**src/rtl/carveout_info_window.sv**
```systemverilog
module carveout_info_window #(
  parameter int ENTRIES = 16,
  parameter int WIDTH   = 28,
  localparam int IW = $clog2(ENTRIES),
  localparam int DW = WIDTH + IW,
  localparam int BW = $clog2(WIDTH)
) (
  input  logic          clk,
  input  logic          rst_n,
  output logic          req_o,
  input  logic          ser_valid_i,
  input  logic          ser_data_i,
  output logic          done_o,
  input  logic          reg_wr_i,
  input  logic [DW-1:0] reg_wdata_i,
  input  logic          reg_rd_i,
  output logic [DW-1:0] reg_rdata_o
);

  logic             armed, req_q, done_q;
  logic [BW-1:0]    bit_cnt;
  logic [IW-1:0]    word_cnt, idx;
  logic [WIDTH-1:0] shreg;
  logic [WIDTH-1:0] slots [ENTRIES];
  logic [DW-1:0]    rdata_q;

  wire              take     = ser_valid_i && !armed && !done_q;
  wire [WIDTH-1:0]  nxt_word = {shreg[WIDTH-2:0], ser_data_i};
  wire              last_bit = bit_cnt == BW'(WIDTH-1);
  wire              last_wrd = word_cnt == IW'(ENTRIES-1);
  wire [IW-1:0]     ridx     = reg_wr_i ? reg_wdata_i[IW-1:0] : idx;

  assign req_o       = req_q;
  assign done_o      = done_q;
  assign reg_rdata_o = rdata_q;

  always_ff @(posedge clk) begin
    if (!rst_n) begin
      armed <= 1'b1;
      req_q <= 1'b0;
    end else begin
      armed <= 1'b0;
      req_q <= armed;
    end
  end

  always_ff @(posedge clk) begin
    if (!rst_n) begin
      bit_cnt  <= '0;
      word_cnt <= '0;
      shreg    <= '0;
      done_q   <= 1'b0;
      for (int i = 0; i < ENTRIES; i++) slots[i] <= '0;
    end else if (take) begin
      shreg <= nxt_word;
      if (last_bit) begin
        bit_cnt         <= '0;
        slots[word_cnt] <= nxt_word;
        word_cnt        <= word_cnt + 1'b1;
        if (last_wrd) done_q <= 1'b1;
      end else begin
        bit_cnt <= bit_cnt + 1'b1;
      end
    end
  end

  always_ff @(posedge clk) begin
    if (!rst_n) begin
      idx     <= '0;
      rdata_q <= '0;
    end else begin
      if (reg_rd_i && done_q) idx <= ridx + 1'b1;
      else if (reg_wr_i)      idx <= reg_wdata_i[IW-1:0];
      if (reg_rd_i) rdata_q <= {done_q ? slots[ridx] : {WIDTH{1'b0}}, ridx};
    end
  end

  p_req_single_r1: assert property (@(posedge clk) disable iff (!rst_n)
    req_q |=> !req_q);
  p_req_once_r1: assert property (@(posedge clk) disable iff (!rst_n)
    !armed |=> !req_q || $past(armed));
  p_done_sticky_r2: assert property (@(posedge clk) disable iff (!rst_n)
    done_q |=> done_q);
  p_idx_adv_r4: assert property (@(posedge clk) disable iff (!rst_n)
    (reg_rd_i && done_q && !reg_wr_i) |=> idx == IW'($past(idx) + 1'b1));
  p_idx_hold_r5: assert property (@(posedge clk) disable iff (!rst_n)
    (reg_rd_i && !done_q && !reg_wr_i) |=> $stable(idx));
  p_zero_data_r5: assert property (@(posedge clk) disable iff (!rst_n)
    (reg_rd_i && !done_q) |=> reg_rdata_o[DW-1:IW] == '0);
  p_wr_rd_r6: assert property (@(posedge clk) disable iff (!rst_n)
    (reg_rd_i && reg_wr_i) |=> reg_rdata_o[IW-1:0] == $past(reg_wdata_i[IW-1:0]));
  p_rdata_hold_r4: assert property (@(posedge clk) disable iff (!rst_n)
    !reg_rd_i |=> $stable(reg_rdata_o));

endmodule

```
**config.mk**
```make
export PLATFORM = sky130hd
export DESIGN_NAME = carveout_info_window
export DESIGN_NICKNAME = d
export VERILOG_FILES = /design/src/rtl/carveout_info_window.sv
export SDC_FILE = /design/constraint.sdc
export NUM_CORES = 1
export LEC_CHECK = 0
export ABC_AREA = 1
export BUFFER_PORTS_ARGS = -buffer_cell sky130_fd_sc_hd__clkbuf_2
export CAP_MARGIN = 20
export CORE_UTILIZATION = 50
export CTS_CLUSTER_DIAMETER = 100
export DETAILED_ROUTE_END_ITERATION = 7
export PLACE_DENSITY = 0.65
export SETUP_SLACK_MARGIN = 0.3
export SLEW_MARGIN = 0
export SYNTH_ARGS = -nofsm -noshare
export SYNTH_HDL_FRONTEND = slang
export SYNTH_SLANG_ARGS = --single-unit
```
**constraint.sdc**
```tcl
create_clock -name clk -period 5.1 [get_ports clk]
set_input_delay 0.255 -clock clk [delete_from_list [all_inputs] [get_ports clk]]
set_output_delay 0.255 -clock clk [all_outputs]
set_load 0.01 [all_outputs]
```
==> out/results.ini <==
[status]
outcome = completed

[synthesis]
synth_cell_types = 28
synth_edf_count = 448
synth_ff_type = edfxtp_1
synth_top_area_cell = edfxtp_1
synth_most_common_cell = nand3_1
ys_async_sr_fraction = 0
seq_area_frac_synth = 0.6453
synth_nets = 2369
synth_cells = 2325
synth_area_leaders = edfxtp_1, nand3_1, dfxtp_1
yosysWarnings = 0
synth-seq-cells = 523
synth_area_um2 = 23180
synth_top_area_frac = 0.5805
avgSynthCellArea_um2 = 9.968
synthTopCellsByCount = nand3_1, edfxtp_1, nand2_1

[power]
cellLeakagePower_nw = 8.992
vdd_drop_max_v = 0.0002250
power.density_nw_per_um2 = 376.0
finalPower_mw = 9.563

[sta]
finClkSkew_ns = 0.01034
slew_viol_final = 0
tightestPinTransition_ns = 1.158
period_minus_slack_ns = 2.970
fin_crit_sh = 0.5823
hold_viol_final = 0
max_freq_mhz = 336.7
setup_tns_ns = 0
fin_ws_ns = 2.130
setup_viol = 0
slew_headroom = 0.2277
rsz0062_at_grt = false

[placed_design]
placed_cell_area_um2 = 23630
gp_congestion = 0.7939
place_worst_setup_slack_ns = 1.833
port_buffers = 43
dp_hpwl_mm = 35.47

[routing]
vias = 17472
first_iter_violations = 2140
routed_wl_mm = 68.94
firstDrtPassIters = 6
via_per_inst = 5.969
ant_nets = 0
wire_per_inst_um = 23.55
drc = 0

[floorplanning]
die_area_um2 = 47220
io_pins = 72
die_x_um = 217.3
start_util = 0.5085
die_h_um = 217.3
core_area_um2 = 45580
rows = 78

[global_route]
grt_max_degree = 141
grt_pass1_vias = 16624
grt_pass1_wl_mm = 102.6
antenna_found_initial = 0
grtUsageTotal = 0.2929
overflow = 0

[clock_tree]
clk_path_buf_depth = 3
htree_levels = 2
cts_resized = 0
ctsHoldBuffers = 1
post_cts_buffers = 0
cts_tree = done
numCtsBuffers = 55
clock-sinks = 523
insertion_delay_ns = 0.60
path_clk_slew_ns = 0.06
root_buffer = clkbuf_16

[flow_run]
drv_cap = 0

[setup_path]
cp.required_ns = 5.34
crit_path_max_fanout = 29
arrival_ns = 3.21
crit_path_end_kind = flip-flop
crit_type = flip-flop to flip-flop
cp-start-kind = flip-flop

[cells_and_area]
fin_util = 0.5581
n_antenna_cell = 0
syn2layout_area_growth_pct = 9.745
drive_gt1_frac = 0.1212
nets = 2325
fin_area_um2 = 25430

[worst_hold_path]
holdCritPathClass = primary input to flip-flop

[area by class of cell]
type | count | area [um2]
inverters | 54 | 206.4
multi-input cells | 1545 | 7023
flip-flops and latches | 523 | 14950
clock buffers | 89 | 1698
clock inverters | 14 | 96.34
repair buffers | 102 | 705.7
fillers | 3970 | 20140
well taps | 600 | 750.7
[cells in the final DEF, fill, tap and decap left out, types with 2 or more instances in the layout]
master,instances
clkinv_2,8
a21oi_1,60
clkbuf_2,43
nand3_1,563
clkbuf_8,13
inv_2,3
buf_12,2
xor2_1,2
o21ai_0,37
nor2_1,379
clkinv_1,32
nand2_4,4
nor2_2,82
inv_1,21
edfxtp_1,448
clkbuf_16,58
dfxtp_1,75
o211ai_1,4
buf_4,55
clkbuf_1,18
nand2_2,2
nor3_1,2
ha_1,6
nor2_4,5
nand2_1,394
[registers in the layout (all words and copies together), names as in the netlist]
signal and flops:
req_o 1, reg_rdata_o 32, slots 448, idx 4, done_o 1, shreg 27
armed 1, word_cnt 4, bit_cnt 5
[cell families after synthesis]
group | synth area share
AO/OA/AOI/OAI | 0.02246
flip-flops | 0.6453
XOR/XNOR | 0.001134
buffers and inverters | 0.05366
adder cells (fa/ha/maj) | 0.003239
AND/OR/NAND/NOR | 0.2743
[critical path, cell delays in order, from the launching register on]
cell     delay [ns]
dfxtp_1        0.37
ha_1           0.18
nand4_1        0.15
nor2_4         0.18
nand2_1        0.12
nor2_1         0.20
nand2_1        0.07
buf_4          0.31
nand2_1        0.50
buf_4          0.50
[report_power, final]
group          switching [mW]  total, mW  internal, mW
sequential             0.0441       4.81          4.77
combinational           0.604      0.789         0.185
clock                    1.64       3.96          2.32
total                    2.29       9.56          7.27
[final timing paths]
kind | startpoint | end | slack [ns] | depth (start not counted)
setup / recovery | bit_cnt[1]$_SDFFE_PN0N_ | slots[11][3]$_SDFFCE_PN0P_ | 2.13 | 9
hold / removal | ser_data_i | shreg[0]$_SDFFE_PN0N_ | 0.03 | 3
setup reg to reg | bit_cnt[1]$_SDFFE_PN0N_ | slots[11][3]$_SDFFCE_PN0P_ | 2.13 | 9
hold reg to reg | armed$_DFF_P_ | req_o$_SDFF_PN0_ | 0.44 | 2
[routing by layer]
layer	vias to the layer above	track usage	wire length, um
met3	144	0.04556	6653
met1	8485	0.4022	27850
li1	7859	-	-
met5	-	0	0
met4	0	0.1054	2070
met2	984	0.4724	32370
[per-stage QoR]
step,cells,hold slack [ns]
after CTS,2927,0.02075
after floorplan,2325,0.4139
after global placement,2822,0.4351
after detailed placement,2823,0.4403
after global routing,2927,0.08460
final,2927,0.03493
No activity file was read; power rests on OpenSTA's default activity.
